$ cat config.mk
export PLATFORM = sky130hd
export DESIGN_NAME = dspace_agu
export DESIGN_NICKNAME = d
export VERILOG_FILES = /design/src/rtl/dag_pkg.sv /design/src/rtl/dag_ptr_file.sv /design/src/rtl/dag_stack.sv /design/src/rtl/dag_region.sv /design/src/rtl/dspace_agu.sv
export SDC_FILE = /design/constraint.sdc
export NUM_CORES = 1
export LEC_CHECK = 0
export BUFFER_PORTS_ARGS = -buffer_cell sky130_fd_sc_hd__buf_2
export CORE_MARGIN = 1.5
export CORE_UTILIZATION = 33
export DETAILED_ROUTE_END_ITERATION = 16
export PLACE_DENSITY = 0.64
export SYNTH_ARGS = -nofsm -noshare
export SYNTH_HDL_FRONTEND = slang
export SYNTH_SLANG_ARGS = --single-unit
$ cat constraint.sdc
create_clock -name clk -period 4.4 [get_ports clk]
set_input_delay 0.22 -clock clk [delete_from_list [all_inputs] [get_ports clk]]
set_output_delay 0.22 -clock clk [all_outputs]
set_load 0.03 [all_outputs]
$ cat src/rtl/dag_pkg.sv
package dag_pkg;
   typedef enum logic [2:0] {
      MD_PLAIN  = 3'd0,
      MD_POSTI  = 3'd1,
      MD_PRED   = 3'd2,
      MD_DISP   = 3'd3,
      MD_DIRECT = 3'd4
   } agu_mode_e;

   typedef enum logic [1:0] {
      RG_REGS = 2'd0,
      RG_IO   = 2'd1,
      RG_SRAM = 2'd2,
      RG_NONE = 2'd3
   } agu_region_e;
endpackage

$ cat src/rtl/dag_ptr_file.sv
module dag_ptr_file #(
   parameter int ADDR_W = 16,
   parameter int N_PTR  = 3,
   parameter int SEL_W  = 2
) (
   input  logic                          clk,
   input  logic                          rst_n,
   input  logic                          upd_en,
   input  logic [SEL_W-1:0]              upd_sel,
   input  logic [ADDR_W-1:0]             upd_val,
   input  logic                          wr_en,
   input  logic [SEL_W-1:0]              wr_sel,
   input  logic [ADDR_W-1:0]             wr_data,
   output logic [N_PTR-1:0][ADDR_W-1:0]  ptrs
);
   for (genvar i = 0; i < N_PTR; i++) begin : g_ptr
      always_ff @(posedge clk) begin
         if (!rst_n)
            ptrs[i] <= '0;
         else if (wr_en && (wr_sel == SEL_W'(i)))
            ptrs[i] <= wr_data;
         else if (upd_en && (upd_sel == SEL_W'(i)))
            ptrs[i] <= upd_val;
      end
   end
endmodule

$ cat src/rtl/dag_stack.sv
module dag_stack #(
   parameter int          SP_W    = 8,
   parameter logic [7:0]  SP_INIT = 8'hDF
) (
   input  logic            clk,
   input  logic            rst_n,
   input  logic            push_go,
   input  logic            pop_go,
   input  logic            wr_en,
   input  logic [SP_W-1:0] wr_data,
   output logic [SP_W-1:0] sp,
   output logic [SP_W-1:0] stk_addr
);
   logic [SP_W-1:0] sp_inc;
   assign sp_inc   = sp + SP_W'(1);
   assign stk_addr = pop_go ? sp_inc : sp;

   always_ff @(posedge clk) begin
      if (!rst_n)
         sp <= SP_W'(SP_INIT);
      else if (wr_en)
         sp <= wr_data;
      else if (pop_go)
         sp <= sp_inc;
      else if (push_go)
         sp <= sp - SP_W'(1);
   end
endmodule

$ cat src/rtl/dag_region.sv
module dag_region #(
   parameter int ADDR_W = 16,
   parameter int REG_N  = 32,
   parameter int IO_N   = 64,
   parameter int SRAM_N = 128
) (
   input  logic [ADDR_W-1:0] addr,
   output logic [1:0]        region
);
   import dag_pkg::*;
   localparam int IO_BASE   = REG_N;
   localparam int SRAM_BASE = REG_N + IO_N;
   localparam int DATA_TOP  = SRAM_BASE + SRAM_N;

   always_comb begin
      if (addr < ADDR_W'(IO_BASE))
         region = RG_REGS;
      else if (addr < ADDR_W'(SRAM_BASE))
         region = RG_IO;
      else if (addr < ADDR_W'(DATA_TOP))
         region = RG_SRAM;
      else
         region = RG_NONE;
   end
endmodule

$ cat src/rtl/dspace_agu.sv
module dspace_agu #(
   parameter int          ADDR_W    = 16,
   parameter int          SP_W      = 8,
   parameter int          DISP_W    = 6,
   parameter int          REG_N     = 32,
   parameter int          IO_N      = 64,
   parameter int          SRAM_N    = 128,
   parameter logic [7:0]  SP_INIT   = 8'hDF,
   parameter bit          X_DISP_OK = 1'b0
) (
   input  logic              clk,
   input  logic              rst_n,
   input  logic              req_valid,
   input  logic              req_write,
   input  logic [1:0]        req_sel,
   input  logic [2:0]        req_mode,
   input  logic [DISP_W-1:0] req_disp,
   input  logic [ADDR_W-1:0] req_direct,
   input  logic              push,
   input  logic              pop,
   input  logic              ptr_wr_en,
   input  logic [1:0]        ptr_wr_sel,
   input  logic [ADDR_W-1:0] ptr_wr_data,
   input  logic              sp_wr_en,
   input  logic [SP_W-1:0]   sp_wr_data,
   output logic              acc_valid,
   output logic              acc_err,
   output logic              acc_write,
   output logic [ADDR_W-1:0] acc_addr,
   output logic [1:0]        acc_region,
   output logic [ADDR_W-1:0] ptr_x,
   output logic [ADDR_W-1:0] ptr_y,
   output logic [ADDR_W-1:0] ptr_z,
   output logic [SP_W-1:0]   sp
);
   import dag_pkg::*;
   localparam int N_PTR = 3;
   localparam int SEL_W = 2;

   if (SP_W > ADDR_W) begin : g_chk_sp
      initial $error("stack pointer wider than address");
   end
   if (DISP_W >= ADDR_W) begin : g_chk_disp
      initial $error("displacement not narrower than address");
   end
   if (REG_N + IO_N + SRAM_N > (1 << ADDR_W)) begin : g_chk_map
      initial $error("data map exceeds address space");
   end

   logic [N_PTR-1:0][ADDR_W-1:0] ptrs;
   logic [ADDR_W-1:0] base, eff_addr, upd_val, nxt_addr;
   logic              upd_en, bad, sel_ok, push_go, pop_go, disp_ok;
   logic [SP_W-1:0]   stk_addr;
   logic [1:0]        nxt_region;
   agu_mode_e         mode;

   assign mode = agu_mode_e'(req_mode);

   always_comb begin
      base = '0;
      for (int i = 0; i < N_PTR; i++)
         if (req_sel == SEL_W'(i)) base = ptrs[i];
   end

   assign sel_ok  = (req_sel < SEL_W'(N_PTR));
   assign disp_ok = X_DISP_OK || (req_sel != 2'd0);

   always_comb begin
      bad      = 1'b0;
      upd_en   = 1'b0;
      upd_val  = base;
      eff_addr = base;
      case (mode)
         MD_PLAIN:  bad = !sel_ok;
         MD_POSTI: begin
            bad     = !sel_ok;
            upd_en  = sel_ok;
            upd_val = base + ADDR_W'(1);
         end
         MD_PRED: begin
            bad      = !sel_ok;
            upd_en   = sel_ok;
            upd_val  = base - ADDR_W'(1);
            eff_addr = upd_val;
         end
         MD_DISP: begin
            bad      = !sel_ok || !disp_ok;
            eff_addr = base + {{(ADDR_W-DISP_W){1'b0}}, req_disp};
         end
         MD_DIRECT: eff_addr = req_direct;
         default:   bad = 1'b1;
      endcase
      if (!req_valid) begin
         bad    = 1'b0;
         upd_en = 1'b0;
      end else if (bad) begin
         upd_en = 1'b0;
      end
   end

   assign push_go  = push && !pop && !req_valid;
   assign pop_go   = pop && !push && !req_valid;
   assign nxt_addr = req_valid ? eff_addr : {{(ADDR_W-SP_W){1'b0}}, stk_addr};

   dag_ptr_file #(.ADDR_W(ADDR_W), .N_PTR(N_PTR), .SEL_W(SEL_W)) u_ptrs (
      .clk(clk), .rst_n(rst_n),
      .upd_en(upd_en), .upd_sel(req_sel), .upd_val(upd_val),
      .wr_en(ptr_wr_en), .wr_sel(ptr_wr_sel), .wr_data(ptr_wr_data),
      .ptrs(ptrs)
   );

   dag_stack #(.SP_W(SP_W), .SP_INIT(SP_INIT)) u_stack (
      .clk(clk), .rst_n(rst_n),
      .push_go(push_go), .pop_go(pop_go),
      .wr_en(sp_wr_en), .wr_data(sp_wr_data),
      .sp(sp), .stk_addr(stk_addr)
   );

   dag_region #(.ADDR_W(ADDR_W), .REG_N(REG_N), .IO_N(IO_N), .SRAM_N(SRAM_N)) u_region (
      .addr(nxt_addr), .region(nxt_region)
   );

   always_ff @(posedge clk) begin
      if (!rst_n) begin
         acc_valid  <= 1'b0;
         acc_err    <= 1'b0;
         acc_write  <= 1'b0;
         acc_addr   <= '0;
         acc_region <= RG_REGS;
      end else begin
         acc_valid  <= (req_valid && !bad) || push_go || pop_go;
         acc_err    <= bad;
         acc_write  <= req_valid ? req_write : push_go;
         acc_addr   <= nxt_addr;
         acc_region <= nxt_region;
      end
   end

   assign ptr_x = ptrs[0];
   assign ptr_y = ptrs[1];
   assign ptr_z = ptrs[2];
endmodule

# After elaboration in Yosys (flattened, before gate mapping)
# Cells that the tools add are included.
dict set report classes {
  bitwise 1
  eq_ne 8
  n_lt_le_gt_ge 4
  n_shift 0
  mux 24
  n_mul 0
  n_reduce_logical 32
  addsub 5
  n_div 0
}
# op n
set ops {}
lappend ops {{16-bit 2-to-1 mux} 10}
lappend ops {{16-bit case mux with 3 select lines} 1}
lappend ops {{8-bit 2-to-1 mux} 4}
lappend ops {{16-bit case mux with 2 select lines} 1}
lappend ops {{16-bit by 1-bit adder with 16-bit output (second input constant)} 1}
lappend ops {{16-bit by 6-bit adder with 16-bit output} 1}
lappend ops {{16-bit by 6-bit less-than comparator with 1-bit output (second input constant)} 1}
lappend ops {{16-bit by 7-bit less-than comparator with 1-bit output (second input constant)} 1}
lappend ops {{16-bit by 8-bit less-than comparator with 1-bit output (second input constant)} 1}
lappend ops {{16-bit by 1-bit subtractor with 16-bit output (second input constant)} 1}
lappend ops {{1-bit logical AND} 11}
lappend ops {{8-bit by 1-bit adder with 8-bit output (second input constant)} 1}
lappend ops {{2-bit nonzero test} 4}
lappend ops {{8-bit by 1-bit subtractor with 8-bit output (second input constant)} 1}
lappend ops {{1-bit 2-to-1 mux} 7}
lappend ops {{3-bit by 2-bit equality test with 1-bit output (second input constant)} 2}
lappend ops {{1-bit logical NOT} 6}
lappend ops {{3-bit OR reduction} 2}
lappend ops {{2-bit by 1-bit equality test with 1-bit output (second input constant)} 2}
lappend ops {{2-bit equality test (second input constant)} 2}
lappend ops {{2-bit logical NOT} 2}
lappend ops {{2-bit OR reduction} 2}
lappend ops {{3-bit by 1-bit equality test with 1-bit output (second input constant)} 1}
lappend ops {{3-bit equality test (second input constant)} 1}
lappend ops {{other kinds (6)} 8}
dict set report word_totals {
  mem_bits_rw 0
  output_inout_bits 77
  rom_bits 0
  reg_bits 77
  wordCells 84
  memories 0
  latchBits 0
  inputBits 61
}

# Depth between registers and ports, before layout
dict set report logic_depth {
  ltp_word 10
  ltp_mapped 18
  ltp_nobuf 17
}

# Modules after synthesis
# A second synthesis with hierarchy kept.
dict set report unflattened {
  cells_unflattened 802
  hier_area_um2 5833.1
}
# mod seq_area_each_um2 cells_per_inst n_inst area_per_inst_um2
set by_module_without_submodules {}
lappend by_module_without_submodules {dspace_agu 420.4 443 1 3067.9}
lappend by_module_without_submodules {dag_ptr_file 960.9 273 1 2062.0}
lappend by_module_without_submodules {dag_stack 160.2 78 1 650.6}
lappend by_module_without_submodules {dag_region 0.0 8 1 52.6}

# Worst setup path after synthesis
# No wires, ideal clock.
dict set report synth_timing {
  path_kind {input-to-reg}
  startpoint {input req_sel[0]}
  endpoint {register acc_region[0]}
  setup_time_ps 133
  path_slack_ps 976
  arrival_time_ps 3291
  required_ps 4267
  n_path_buf 1
  stages 18
  cell_sequence {inv_1 > ha_1 > buf_2 > nand3b_1 > a22o_2 > inv_2 > ha_1 > inv_1 > fa_1 > nor2b_1 > o31ai_1 > a211oi_2 > a211o_1 > o211ai_1 > o221ai_1 > o2111ai_1 > nor4_2 > a31oi_1}
}
dict set report synth_between {
  elab_chain_cells 10
}
# element line_no
set synth_rtl {}
lappend synth_rtl {{start: declaration} dspace_agu.sv:15} ;# input logic [1:0] req_sel,
lappend synth_rtl {{2-bit logical NOT} dspace_agu.sv:62} ;# if (req_sel == SEL_W'(i)) base = ptrs[i];
lappend synth_rtl {{16-bit 2-to-1 mux (2 in series)} dspace_agu.sv:62}
lappend synth_rtl {{16-bit 2-to-1 mux (*)} dspace_agu.sv:62}
lappend synth_rtl {{16-bit by 6-bit adder with 16-bit output / 16-bit by 1-bit subtractor with 16-bit output (equally long branches)} {dspace_agu.sv:88, dspace_agu.sv:83}}
lappend synth_rtl {{16-bit case mux with 3 select lines (*)} dspace_agu.sv:73} ;# case (mode)
lappend synth_rtl {{16-bit 2-to-1 mux (*)} dspace_agu.sv:103} ;# assign nxt_addr = req_valid ? eff_addr : {{(ADDR_W-SP_W){1'b0}}, stk_addr};
lappend synth_rtl {{16-bit by 8-bit less-than comparator with 1-bit output} dag_region.sv:20} ;# else if (addr < ADDR_W'(DATA_TOP))
lappend synth_rtl {{1-bit 2-to-1 mux} dag_region.sv:20}
lappend synth_rtl {{1-bit 2-to-1 mux} dag_region.sv:18} ;# else if (addr < ADDR_W'(SRAM_BASE))
lappend synth_rtl {{end signal: assignment} dspace_agu.sv:135} ;# acc_region <= nxt_region;
lappend synth_rtl {{end: declaration} dspace_agu.sv:30} ;# output logic [1:0] acc_region,
# Every way passes the cells marked *; elsewhere a longest branch is shown, timed or not.
# A chain may end at the register's enable or synchronous reset.

# Final worst setup path
dict set report layout_timing {
  startpoint {input req_sel[1]}
  endpoint {register acc_region[0]}
}
# Same word-level chain as after synthesis.

==> results.cfg <==
[status]
outcome = finished, final reports clean

[floorplanning]
fp.dieW_um = 137
boundaryPins = 138
start_util_pct = 33.9
core_area_sq_um = 17400
fp-row-count = 48
dieArea_sq_um = 18700
die_h_um = 137

[job]
drv_cap = 0

[worst_setup_path]
crit_path_max_fanout = 15
crit_path_end_kind = register
path_cells = buf_2, inv_1, ha_1, buf_4, nand3b_2, a22oi_4, inv_1, fa_1, nor2b_1, o31ai_1, a211oi_2, a211o_1, o211ai_1, o221ai_1, o2111ai_1, nor4_2, a31oi_1
arrival_ps = 3800
critPathBufInv = 4
cp.required_ps = 4590
slowest_stage = a211oi_2
worstRegToRegCells = 15
critical_path_cell_count = 17
crit_family = compound AO/OA/AOI/OAI gates
start_kind = input port
critical_path_class = in -> reg
crit_top_cell = inv_1
critPathMaxStageDelay_ps = 520

[synth]
syn_nets = 883
synth_edf_count = 0
synth_top_cell_by_area = dfxtp_1
synthCells = 807
yosysSeqAreaShare_pct = 26.1
postSynthAreaPerCell_sq_um = 7.32
postSynth.asyncResetShare_pct = 0
synth_ff_type = dfxtp_1
synth_seq_cells = 77
ys_types = 78
syn-cell-area_sq_um = 5910
ys_top_cells_by_area = dfxtp_1 26%, nand2_1 7.0%, nor2_1 6.9%
yosysWarningCount = 0
netlist.area_leader.share_pct = 26.1

[cts]
holdBufCountCts = 0
ctsResizeCount = 0
clockRootBuffer = clkbuf_16
clk_latency_ps = 350
cts_sinks = 77
path_clk_slew_ps = 60
cts_tree = yes
cts_buffer_depth = 2
post_cts.repair.setup_buffers = 0
cts_made_buffers = 9
htreeDepth = 3

[placed_design]
placement.io_buffers = 137
dp_hpwl_mm = 16.1
routabilityCongestion = 0.985
dp_cells = 1130

[global_route]
grt_antenna_before_repair = 0
grt_pass1_wl_mm = 31.9
grt_max_degree = 55
grt_remaining_overflow = 0
grt_pass1_vias = 5922
grt_usage_pct = 22.2

[timing]
tightest_slew_ps = 1110
final.period_utilization_pct = 81.9
period_minus_slack_ps = 3600
setup_viol_count_final = 0
tns_ps = 0
final.setup_skew_ps = 9.37
hold_viol_final = 0
slew_headroom_pct = 25.7
drv_slew = 0
rsz0062_at_grt = false
clock.fmax_ghz = 0.278

[power_and_ir_drop]
ir_drop_v = 0.000194
power_leakage_nw = 2.85
powerDensity_nw_per_um2 = 308

[finish]
finalNonFillerCells = 1146
nFillCells = 1866
drive_gt1_share_pct = 22.4
antenna_cells = 0
nets = 992
utilization_pct = 40.6
syn_to_final_growth_pct = 19.6

[detailed_routing]
ant_nets = 0
route.detailed.drc = 0
via_per_inst = 5.73
first_iter_violations = 581
num_vias = 6570
wl_mm = 21.2
first_pass_iters = 5
wl_per_cell_um = 18.5

[hold_path]
hold_depth = 3
min_path_type = in -> reg
==> final cells by class <==
| class | instances | area [sq um] | share of cell area (%) |
|---|---|---|---|
| Tap cell | 225 | 282 | 3.98 |
| Multi-Input combinational cell | 647 | 4020 | 56.9 |
| Clock buffer | 11 | 243 | 3.43 |
| Inverter | 25 | 96.3 | 1.36 |
| Timing Repair Buffer | 156 | 828 | 11.7 |
| Sequential cell | 77 | 1540 | 21.8 |
| Clock inverter | 5 | 58.8 | 0.832 |
==> worst paths after layout <==
check                    end       startpoint  slack (ps)
max            acc_region[0]       req_sel[1]         800
min            u_stack.sp[3]    sp_wr_data[3]          80
max reg2reg    acc_region[0]  u_ptrs.ptrs[16]         840
min reg2reg  u_ptrs.ptrs[36]  u_ptrs.ptrs[36]         510
==> metal layers <==
layer / GRT usage [%] / vias up / share of wire, %
li1: - / 3152 / -
met1: 29.3 / 3132 / 44
met2: 35.3 / 248 / 47
met3: 4.52 / 38 / 6.8
met4: 8.71 / 0 / 2.5
met5: 0 / - / 0
==> Yosys cell counts, drive strengths merged (16+ instances only) <==
cell type  count
nand2        110
nor2         108
dfxtp         77
a21oi         61
o21ai         47
clkbuf        42
xnor2         31
inv           24
o211ai        24
nor3          17
buf           16
nand3b        16
==> cells by family (layout without fill, tap and decap cells) <==
logic type / Yosys count / count (layout) / synth area share [%]
flops: 77 / 77 / 26.1
buf+inv: 83 / 197 / 5.93
mux: 13 / 13 / 2.22
fa+ha+maj: 15 / 15 / 3.30
simple gates: 336 / 336 / 27.6
xor+xnor: 39 / 39 / 5.78
compound gates: 244 / 244 / 29.0
==> stage by stage <==
step	instance area [sq um]	hold slack, ps	power [mW]	setup WS [ps]
global route	7070	85.9	2.27	534
CTS	7070	75.4	2.18	885
floorplan	5910	348	1.22	976
global placement	6770	438	1.41	619
finish	7070	79.7	2.18	797
detailed placement	6770	440	1.41	507
==> cells in the final DEF, fill, tap and decap left out, types with 10 or more instances in the layout <==
| cell | synthesis | routed |
|---|---|---|
| a21oi_1 | 53 | 53 |
| a311oi_1 | 15 | 15 |
| a31oi_1 | 11 | 11 |
| and3_1 | 10 | 10 |
| buf_2 | 5 | 137 |
| buf_4 | 5 | 19 |
| dfxtp_1 | 77 | 77 |
| ha_1 | 14 | 14 |
| inv_1 | 20 | 20 |
| mux2i_1 | 12 | 12 |
| nand2_1 | 110 | 110 |
| nand3_1 | 14 | 14 |
| nand3b_1 | 15 | 15 |
| nand4_1 | 12 | 12 |
| nor2_1 | 108 | 108 |
| nor3_1 | 17 | 17 |
| o211ai_1 | 24 | 24 |
| o21ai_0 | 45 | 45 |
| o22ai_1 | 13 | 13 |
| xnor2_1 | 31 | 31 |
==> sequential cells by signal (all words and copies together) (netlist names) <==
register	flops
u_ptrs.ptrs	48
acc_write	1
acc_addr	16
acc_valid	1
acc_region	2
acc_err	1
u_stack.sp	8
==> power by group <==
group	switching [mW]	internal, mW	leakage, nW
Combinational	0.412	0.216	2.08
Clock	0.316	0.456	0.142
Sequential	0.0368	0.739	0.632
==> worst register-to-register path, cell delays in order, from the launching register on <==
cell	delay, ps
dfxtp_1	360
a21oi_1	80
a22o_2	270
inv_2	60
ha_1	170
inv_1	60
fa_1	400
nor2b_1	160
o31ai_1	130
a211oi_2	520
a211o_1	220
o211ai_1	80
o221ai_1	260
o2111ai_1	180
nor4_2	350
a31oi_1	110
Power figures use the tool's default switching activity.
